<file path="src/rtl/dalr_pkg.sv">
// Shared types for the differential alert receiver.
// Assumes: single clock domain after the optional input synchronizers.
package dalr_pkg;
    typedef enum logic [0:0] {
        ST_IDLE = 1'b0,
        ST_HOLD = 1'b1
    } hs_state_e;
endpackage

</file>
<file path="src/rtl/dalr_pair_decode.sv">
// Turns one incoming complementary pair into a level and an integrity flag.
// Optionally runs each wire through SYNC_STAGES flops first.
// Assumes: in async mode the skew between the wires is below one clock period.
module dalr_pair_decode #(
    parameter bit          ASYNC_EN    = 1'b0,
    parameter int unsigned SYNC_STAGES = 2
) (
    input  logic clk_i,
    input  logic rst_ni,
    input  logic pos_i,
    input  logic neg_i,
    output logic level_o,
    output logic bad_o
);
    logic pos_s, neg_s;

    if (ASYNC_EN) begin : g_sync
        logic [SYNC_STAGES-1:0] pos_q, neg_q;
        // Synchronizer chain for both wires; idle value is (0,1).
        always_ff @(posedge clk_i) begin
            if (!rst_ni) begin
                pos_q <= '0;
                neg_q <= '1;
            end else begin
                pos_q <= {pos_q[SYNC_STAGES-2:0], pos_i};
                neg_q <= {neg_q[SYNC_STAGES-2:0], neg_i};
            end
        end
        assign pos_s = pos_q[SYNC_STAGES-1];
        assign neg_s = neg_q[SYNC_STAGES-1];
    end else begin : g_direct
        assign pos_s = pos_i;
        assign neg_s = neg_i;
    end

    assign level_o = pos_s;
    assign bad_o   = ~(pos_s ^ neg_s);
endmodule

</file>
<file path="src/rtl/dalr_ping_gen.sv">
// Holds the ping-outstanding flag and drives the ping pair.
// A request toggles both wires only when no ping is outstanding.
// Assumes: clr_i is a single-cycle strobe from the handshake engine.
module dalr_ping_gen (
    input  logic clk_i,
    input  logic rst_ni,
    input  logic req_i,
    input  logic clr_i,
    output logic pend_o,
    output logic pos_o,
    output logic neg_o
);
    logic fire;
    assign fire = req_i & ~pend_o;

    // Ping level flops and outstanding flag.
    always_ff @(posedge clk_i) begin
        if (!rst_ni) begin
            pend_o <= 1'b0;
            pos_o  <= 1'b0;
            neg_o  <= 1'b1;
        end else begin
            if (fire) begin
                pos_o <= ~pos_o;
                neg_o <= ~neg_o;
            end
            if (fire)       pend_o <= 1'b1;
            else if (clr_i) pend_o <= 1'b0;
        end
    end
endmodule

</file>
<file path="src/rtl/dalr_hs_fsm.sv">
// Four-phase handshake engine. It raises ack on a high alert and drops it
// once the alert falls, tags each handshake as alert or ping answer, and
// abandons a handshake on an integrity fault.
// Assumes: level_i/bad_i are already in the local clock domain.
module dalr_hs_fsm
    import dalr_pkg::*;
(
    input  logic clk_i,
    input  logic rst_ni,
    input  logic level_i,
    input  logic bad_i,
    input  logic ping_pend_i,
    output logic ping_clr_o,
    output logic ack_pos_o,
    output logic ack_neg_o,
    output logic alert_o,
    output logic ping_done_o,
    output logic fault_o
);
    hs_state_e state_q, state_d;
    logic      tag_ping_q, tag_ping_d;
    logic      start, finish;

    // Next-state decision for the handshake.
    always_comb begin
        state_d    = state_q;
        tag_ping_d = tag_ping_q;
        start      = 1'b0;
        finish     = 1'b0;
        if (bad_i) begin
            state_d    = ST_IDLE;
            tag_ping_d = 1'b0;
        end else begin
            unique case (state_q)
                ST_IDLE: if (level_i) begin
                    state_d    = ST_HOLD;
                    tag_ping_d = ping_pend_i;
                    start      = 1'b1;
                end
                ST_HOLD: if (!level_i) begin
                    state_d = ST_IDLE;
                    finish  = 1'b1;
                end
                default: state_d = ST_IDLE;
            endcase
        end
    end

    assign ping_clr_o = finish & tag_ping_q;

    // State and registered outputs.
    always_ff @(posedge clk_i) begin
        if (!rst_ni) begin
            state_q     <= ST_IDLE;
            tag_ping_q  <= 1'b0;
            ack_pos_o   <= 1'b0;
            ack_neg_o   <= 1'b1;
            alert_o     <= 1'b0;
            ping_done_o <= 1'b0;
            fault_o     <= 1'b0;
        end else begin
            state_q     <= state_d;
            tag_ping_q  <= tag_ping_d;
            ack_pos_o   <= (state_d == ST_HOLD);
            ack_neg_o   <= (state_d != ST_HOLD);
            alert_o     <= start & ~ping_pend_i;
            ping_done_o <= finish & tag_ping_q;
            fault_o     <= bad_i;
        end
    end
endmodule

</file>
<file path="src/rtl/diff_alert_rcv.sv">
// Top of the differential alert receiver: alert pair decode, handshake
// engine and ping generator.
// Assumes: the sender waits for ack before dropping alert (four-phase).
module diff_alert_rcv #(
    parameter bit          ASYNC_EN    = 1'b0,
    parameter int unsigned SYNC_STAGES = 2
) (
    input  logic clk_i,
    input  logic rst_ni,
    input  logic ping_req_i,
    input  logic alert_pos_i,
    input  logic alert_neg_i,
    output logic ack_pos_o,
    output logic ack_neg_o,
    output logic ping_pos_o,
    output logic ping_neg_o,
    output logic alert_o,
    output logic ping_done_o,
    output logic fault_o
);
    logic lvl, bad, pend, pclr;

    dalr_pair_decode #(
        .ASYNC_EN   (ASYNC_EN),
        .SYNC_STAGES(SYNC_STAGES)
    ) dec_i (
        .clk_i  (clk_i),
        .rst_ni (rst_ni),
        .pos_i  (alert_pos_i),
        .neg_i  (alert_neg_i),
        .level_o(lvl),
        .bad_o  (bad)
    );

    dalr_hs_fsm fsm_i (
        .clk_i      (clk_i),
        .rst_ni     (rst_ni),
        .level_i    (lvl),
        .bad_i      (bad),
        .ping_pend_i(pend),
        .ping_clr_o (pclr),
        .ack_pos_o  (ack_pos_o),
        .ack_neg_o  (ack_neg_o),
        .alert_o    (alert_o),
        .ping_done_o(ping_done_o),
        .fault_o    (fault_o)
    );

    dalr_ping_gen ping_i (
        .clk_i (clk_i),
        .rst_ni(rst_ni),
        .req_i (ping_req_i),
        .clr_i (pclr),
        .pend_o(pend),
        .pos_o (ping_pos_o),
        .neg_o (ping_neg_o)
    );
endmodule

</file>
<file path="config.mk">
export PLATFORM = sky130hd
export DESIGN_NAME = diff_alert_rcv
export DESIGN_NICKNAME = d
export VERILOG_FILES = /design/src/rtl/dalr_pkg.sv /design/src/rtl/dalr_pair_decode.sv /design/src/rtl/dalr_ping_gen.sv /design/src/rtl/dalr_hs_fsm.sv /design/src/rtl/diff_alert_rcv.sv
export SDC_FILE = /design/constraint.sdc
export NUM_CORES = 1
export LEC_CHECK = 0
export BUFFER_PORTS_ARGS = -buffer_cell sky130_fd_sc_hd__buf_2
export CAP_MARGIN = 40
export CORE_AREA = 2 2 39 41
export CTS_BUF_LIST = sky130_fd_sc_hd__clkbuf_2
export CTS_CLUSTER_DIAMETER = 120
export DETAILED_ROUTE_END_ITERATION = 8
export DIE_AREA = 0 0 41 43
export PLACE_DENSITY_LB_ADDON = 0.2
export SLEW_MARGIN = 25
export SYNTH_ARGS = -nofsm -noshare
export SYNTH_HDL_FRONTEND = slang
export SYNTH_SLANG_ARGS = --single-unit
</file>
<file path="constraint.sdc">
create_clock -name clk_i -period 2.05 [get_ports clk_i]
set_input_delay 0.41 -clock clk_i [delete_from_list [all_inputs] [get_ports clk_i]]
set_output_delay 0.41 -clock clk_i [all_outputs]
set_load 0.05 [all_outputs]
</file>
==> results of run 1 <==
## layout by cell type (no fill, tap or decap)
cell / n
a21oi_1: 1
and2_1: 4
and4bb_1: 1
buf_2: 11
clkbuf_2: 4
dfxtp_1: 9
ha_1: 1
inv_1: 2
mux2i_1: 1
nand2_1: 1
nand2b_1: 2
nor2_1: 1
nor2b_2: 1
nor3_1: 1
o21ai_0: 1
xnor2_1: 1
xor2_1: 1
## cell families after synthesis
family	count (synthesis)	synth area share (%)
AND/OR/NAND/NOR	11	23.07
flip-flops	9	58.30
AO/OA/AOI/OAI	2	3.236
XOR/XNOR	2	5.669
buffers and inverters	2	2.430
multiplexers	1	3.239
adder cells (fa/ha/maj)	1	4.048
## registers in the layout, indices dropped and copies added, names as in the netlist
| name | flops |
|---|---|
| ping_i.neg_o | 1 |
| fsm_i.fault_o | 1 |
| ping_i.pos_o | 1 |
| fsm_i.ack_pos_o | 1 |
| fsm_i.ack_neg_o | 1 |
| fsm_i.ping_done_o | 1 |
| ping_i.pend_o | 1 |
| fsm_i.alert_o | 1 |
| fsm_i.tag_ping_q | 1 |
## synth_stat cells
library cell	instances	area [um^2]
nand2b_1	2	12.51
and2_1	4	25.02
o21ai_0	1	5.000
and4bb_1	1	12.51
nor3_1	1	5.000
mux2i_1	1	10.01
dfxtp_1	9	180.2
xnor2_1	1	8.760
nor2_1	1	3.750
nor2b_2	1	8.760
ha_1	1	12.51
nand2_1	1	3.750
a21oi_1	1	5.000
xor2_1	1	8.760
inv_1	2	7.510
## per-stage QoR
stage | setup WS (ps) | area, um^2
global route | 707.3 | 404.1
detailed placement | 742.7 | 384.1
CTS | 770.0 | 404.1
global placement | 745.8 | 384.1
floorplan | 885.5 | 309.0
finish | 789.7 | 404.1
## path summary, 6_finish.rpt
check | start | to | slack (ps) | depth (start not counted)
max | ping_i.neg_o | ping_neg_o | 790 | 1
min reg2reg | ping_i.neg_o | ping_i.neg_o | 500 | 2
max reg2reg | ping_i.pend_o | ping_i.pos_o | 1170 | 3
min | rst_ni | ping_i.neg_o | 390 | 2
## final cells by class
class	instances	area, um^2	area share [%]
multi-input cells	17	121.4	30.03
inverters	2	7.507	1.858
flip-flops and latches	9	180.2	44.58
clock buffers	4	20.02	4.954
repair buffers	11	55.05	13.62
well taps	16	20.02	4.954
## power groups by stage
stage	logic (W)	registers (W)	clock network, W
after floorplan	0.0000185	0.000224	0
after detailed placement	0.0000643	0.000195	0
after CTS	0.0000649	0.000191	0.000115
after global placement	0.0000645	0.000195	0
after global routing	0.0000699	0.000192	0.000129
final	0.0000642	0.000191	0.000109
## metal layers
metal  routed length (um)  vias up
li1                     -      119
met1                  221       97
met2                  250        7
met3                   39        0
met4                    0        0
met5                    0        -
==> results.json, run 1 <==
{
  "outcome": "finished clean",
  "post-cts-setup-buffer-count": 0,
  "critical_path.n_buffers_inverters": 1,
  "switching_power_w": 0.0001066,
  "cp-start-kind": "flip-flop",
  "fp.dieW_um": 41,
  "n_fill_cell": 152,
  "cp_slowest_cell": "dfxtp_1",
  "power.density_nw_per_um2": 901.1,
  "cts_max_path_buffers": 2,
  "hold_buffers": 0,
  "synth_seq_cells": 9,
  "max_cap_viol_count": 0,
  "drc": 0,
  "gr-total-overflow": 0,
  "grt_pass1_vias": 210,
  "synth_cells": 28,
  "h-tree-depth": 1,
  "internal-power_w": 0.0002576,
  "grt_pass1_wl_um": 883,
  "syn-num-nets": 34,
  "fp.dieH_um": 43,
  "hold_violations": 0,
  "crit_arrival_ps": 850,
  "max_slew.worst_pin.slew_ps": 249.5,
  "core-area_um2": 1384,
  "fin_crit_ps": 1260,
  "final_core_util_pct": 29.20,
  "cts_tree": "yes",
  "cts.clk_slew.worst_paths_ps": 90,
  "final-max-slew-violation-count": 0,
  "setup_viol": 0,
  "cp_slowest_stage_delay_ps": 350,
  "cts_sinks": 9,
  "num_vias": 223,
  "worst_clock_skew_ps": 6.457,
  "yosys.cell_types.count": 15,
  "drt_iter0_drc": 2,
  "wl_um": 512,
  "cp.required_ps": 1640,
  "grt_usage_pct": 8.367,
  "synth_warnings": 0,
  "start_util_pct": 22.33,
  "drive_above_1_share_pct": 37.21,
  "fmax_mhz": 793.5,
  "grt_util_met1_pct": 10.10,
  "rsz0062_at_grt": "false",
  "clk_latency_ps": 240,
  "slew_headroom_pct": 83.48,
  "worst-setup-path-type": "reg -> out",
  "area_growth_pct": 30.77,
  "leakagePower_nw": 0.2009,
  "syn_avg_cell_area_um2": 11.04,
  "first_pass_iters": 4,
  "io_buffers": 11,
  "ctsResizeCount": 0,
  "seq_power_share_pct": 52.4,
  "syn-cell-area_um2": 309.0,
  "row_count": 14,
  "antenna_found_initial": 0,
  "gp_congestion": 0.6738,
  "min_path_type": "in -> reg",
  "hold_slack_ps": 395.0,
  "clkPwrFrac_pct": 29.9,
  "timing.final.crit_share_pct": 61.48,
  "grt_use_met3_pct": 4.712,
  "fin_cells": 59,
  "fin_nets": 50,
  "ios": 12,
  "busiest_layer": "met1",
  "combPwrFrac_pct": 17.6,
  "cts.root.buffer_cell": "clkbuf_2",
  "insertedDiodeCount": 0,
  "grt_use_met2_pct": 9.688,
  "viasPerCell": 3.780,
  "totalPowerFinal_w": 0.0003642,
  "critical_path_peak_fanout": 2,
  "die_area_um2": 1763,
  "post-dp-hpwl_um": 403.2,
  "worst_setup_path_end_kind": "primary output",
  "cp_cell_sequence": "buf_2",
  "finalSetupTns_ps": 0,
  "switching_share_pct": 29.26,
  "wl_per_cell_um": 8.678,
  "dp.cells": 55,
  "yosysSeqAreaShare_pct": 58.30,
  "grt_start_max_net_pins": 8,
  "cp_top_family": "flip-flops",
  "antenna_left": 0,
  "cts-buffers-inserted": 3,
  "ir_drop_mv": 0.2705
}
(Power assumes the default switching activity.)
==> run 2: changes to the inputs <==
--- a/config.mk
+++ b/config.mk
@@ -5,6 +5,7 @@
 export SDC_FILE = /design/constraint.sdc
 export NUM_CORES = 1
 export LEC_CHECK = 0
+export ABC_AREA = 1
 export BUFFER_PORTS_ARGS = -buffer_cell sky130_fd_sc_hd__buf_2
 export CAP_MARGIN = 40
 export CORE_AREA = 2 2 39 41
==> constraint.sdc (replaced) <==
create_clock -name clk_i -period 1.25 [get_ports clk_i]
set_input_delay 0.25 -clock clk_i [delete_from_list [all_inputs] [get_ports clk_i]]
set_output_delay 0.25 -clock clk_i [all_outputs]
set_load 0.05 [all_outputs]
==> results.json, run 2 <==
{
  "final_cell_mix": "buf_2 (11), nand2_1 (9), dfxtp_1 (9)",
  "place_ws_ps": 139.3,
  "worst_setup_path_end_kind": "primary output",
  "num_vias": 261,
  "holdCritStartpoint": "rst_ni",
  "cp.required_ps": 1000,
  "syn-cell-area_um2": 312.8,
  "critical_path.n_buffers_inverters": 1,
  "post-dp-hpwl_um": 415.5,
  "grt_usage_pct": 7.964,
  "cts-buffers-inserted": 3,
  "cts.clk_slew.worst_paths_ps": 90,
  "seq_area_um2": 180.2,
  "gp_congestion": 0.6694,
  "yosysSeqAreaShare_pct": 57.60,
  "gr-total-overflow": 0,
  "fp.dieW_um": 41,
  "cp_slowest_cell": "dfxtp_1",
  "grt_start_max_net_pins": 6,
  "rrSetupSlack_ps": 400,
  "max_cap_viol_count": 0,
  "wl_um": 534,
  "async_flop_share_pct": 0,
  "row_count": 14,
  "ir_drop_mv": 0.5384,
  "synth_area_leaders": "dfxtp_1 (58%), nand2_1 (11%), inv_1 (7.2%)",
  "multi_input_area_um2": 106.4,
  "syn_avg_cell_area_um2": 8.232,
  "rsz0062_at_grt": "false",
  "fin_ws_ps": 114.2,
  "synthFlopType": "dfxtp_1",
  "outcome": "finished clean",
  "insertedDiodeCount": 0,
  "max_slew.worst_pin.slew_ps": 250.1,
  "synth_warnings": 0,
  "n_fill_cell": 156,
  "reg2reg_depth": 4,
  "dr_wl_met3_um": 26,
  "fin_crit_ps": 1136,
  "clkPwrFrac_pct": 30.4,
  "cts.root.buffer_cell": "clkbuf_2",
  "h-tree-depth": 1,
  "hold_depth": 2,
  "slew_headroom_pct": 83.44,
  "cp_cell_sequence": "buf_2",
  "die_area_um2": 1763,
  "ios": 12,
  "start_util_pct": 22.60,
  "synth_top_area_cell": "dfxtp_1",
  "synth_edf_count": 0,
  "seq_power_share_pct": 51.8,
  "synth_seq_cells": 9,
  "r2r_start": "ping_i.pend_o",
  "switching_power_w": 0.0001849,
  "yosysTopAreaCellShare_pct": 57.60,
  "switching_share_pct": 30.65,
  "ctsResizeCount": 0,
  "leakagePower_nw": 0.2303,
  "worst_clock_skew_ps": 2.533,
  "drive_above_1_share_pct": 30.19,
  "cts_sinks": 9,
  "worstHoldEndpoint": "fsm_i.ack_neg_o",
  "antenna_left": 0,
  "cts_tree": "yes",
  "post-cts-setup-buffer-count": 0,
  "fp.dieH_um": 43,
  "final-max-slew-violation-count": 0,
  "power.density_nw_per_um2": 1479,
  "setup_viol": 0,
  "critical_path_peak_fanout": 4,
  "crit_arrival_ps": 890,
  "worst-setup-path-type": "reg -> out",
  "wl_met1_um": 282,
  "synth_cells": 38,
  "yosys-top-cells-count": "dfxtp_1 (9), nand2_1 (9), inv_1 (6), nor2_1 (5)",
  "yosys.cell_types.count": 11,
  "wl_per_cell_um": 7.739,
  "cts_max_path_buffers": 2,
  "internal-power_w": 0.0004183,
  "fin_nets": 60,
  "dpl_cell_area_um2": 387.9,
  "min_path_type": "in -> reg",
  "area_growth_pct": 30.40,
  "core-area_um2": 1384,
  "r2r-end": "ping_i.neg_o",
  "combPwrFrac_pct": 17.8,
  "finalSetupTns_ps": 0,
  "first_pass_iters": 2,
  "clk_latency_ps": 240,
  "wl_met2_um": 210,
  "antenna_found_initial": 0,
  "drc": 0,
  "cp_top_family": "flip-flops",
  "final_common_cell": "buf_2",
  "cp-start-kind": "flip-flop",
  "drt_iter0_drc": 1,
  "fmax_mhz": 880.4,
  "grt_pass1_wl_um": 910,
  "timing.final.crit_share_pct": 90.87,
  "cp_slowest_stage_delay_ps": 370,
  "top_layer_used": "met4",
  "hold_buffers": 0,
  "hold_violations": 0,
  "viasPerCell": 3.783,
  "io_buffers": 11,
  "grt_pass1_vias": 238,
  "syn-num-nets": 44,
  "final_area_um2": 407.9
}
[run 2: changes by cell type after synthesis, sizes merged, moves of 2 or more]
cell	change
nand2	+8
nand2b	-2
nor2	+4
or2	+2
inv	+5
and2	-4
[run 2: area by class of cell]
type / count / share of cell area, %
tap: 16 / 4.908
inverter: 7 / 6.442
clock buffer: 4 / 4.908
sequential: 9 / 44.17
timing repair buffer: 11 / 13.50
multi-input combinational: 22 / 26.07
[run 2: worst register-to-register path: stages (launching register included)]
cell     delay [ps]
dfxtp_1         330
inv_1            70
nand2_1         110
or2_1           230
nand3_1          70
[run 2: kinds of logic (layout without fill, tap and decap cells)]
group / after synthesis / after routing / synth area share, %
xor gates and xnor gates: 1 / 1 / 2.801
DFF: 9 / 9 / 57.60
adders and majority gates: 1 / 1 / 3.999
and+or+nand+nor: 17 / 17 / 22.40
AOI/OAI and AO/OA: 3 / 3 / 4.799
buffers and inverters: 7 / 22 / 8.398
[run 2: worst max-delay path by stage]
stage / start / end / slack [ps] / cells after the start
finish: fsm_i.ack_pos_o / ack_pos_o / 110 / 1
CTS: fsm_i.ack_pos_o / ack_pos_o / 100 / 1
global route: fsm_i.ack_pos_o / ack_pos_o / 60 / 1
global placement: alert_pos_i / fsm_i.tag_ping_q / 140 / 4
detailed placement: alert_pos_i / fsm_i.tag_ping_q / 140 / 4
floorplan: fsm_i.ack_pos_o / ping_i.pend_o / 200 / 5
[run 2: through the flow]
step	instances	hold WS, ps	total power, W	util [%]
final	69	232.0	0.0006032	29.48
after CTS	69	224.1	0.0006125	29.48
after detailed placement	65	473.4	0.0004270	28.03
after floorplan	38	332.0	0.0003991	-
after global placement	65	470.5	0.0004269	28.03
after global routing	69	235.4	0.0006446	29.48
[run 2: power by group through the flow]
stage	sequential [W]	combinational [W]	clock [W]
3_3_place_gp	0.000319	0.000108	0
2_1_floorplan	0.000367	0.0000317	0
5_1_grt	0.000315	0.000117	0.000213
6_report	0.000312	0.000107	0.000184
3_5_place_dp	0.000320	0.000107	0
4_1_cts	0.000313	0.000108	0.000192
[run 2: per-layer routing]
metal | up-vias | GRT usage (%)
met3 | 2 | 1.571
met5 | - | 0
met2 | 8 | 8.438
met1 | 109 | 12.05
li1 | 142 | -
met4 | 0 | 8.000
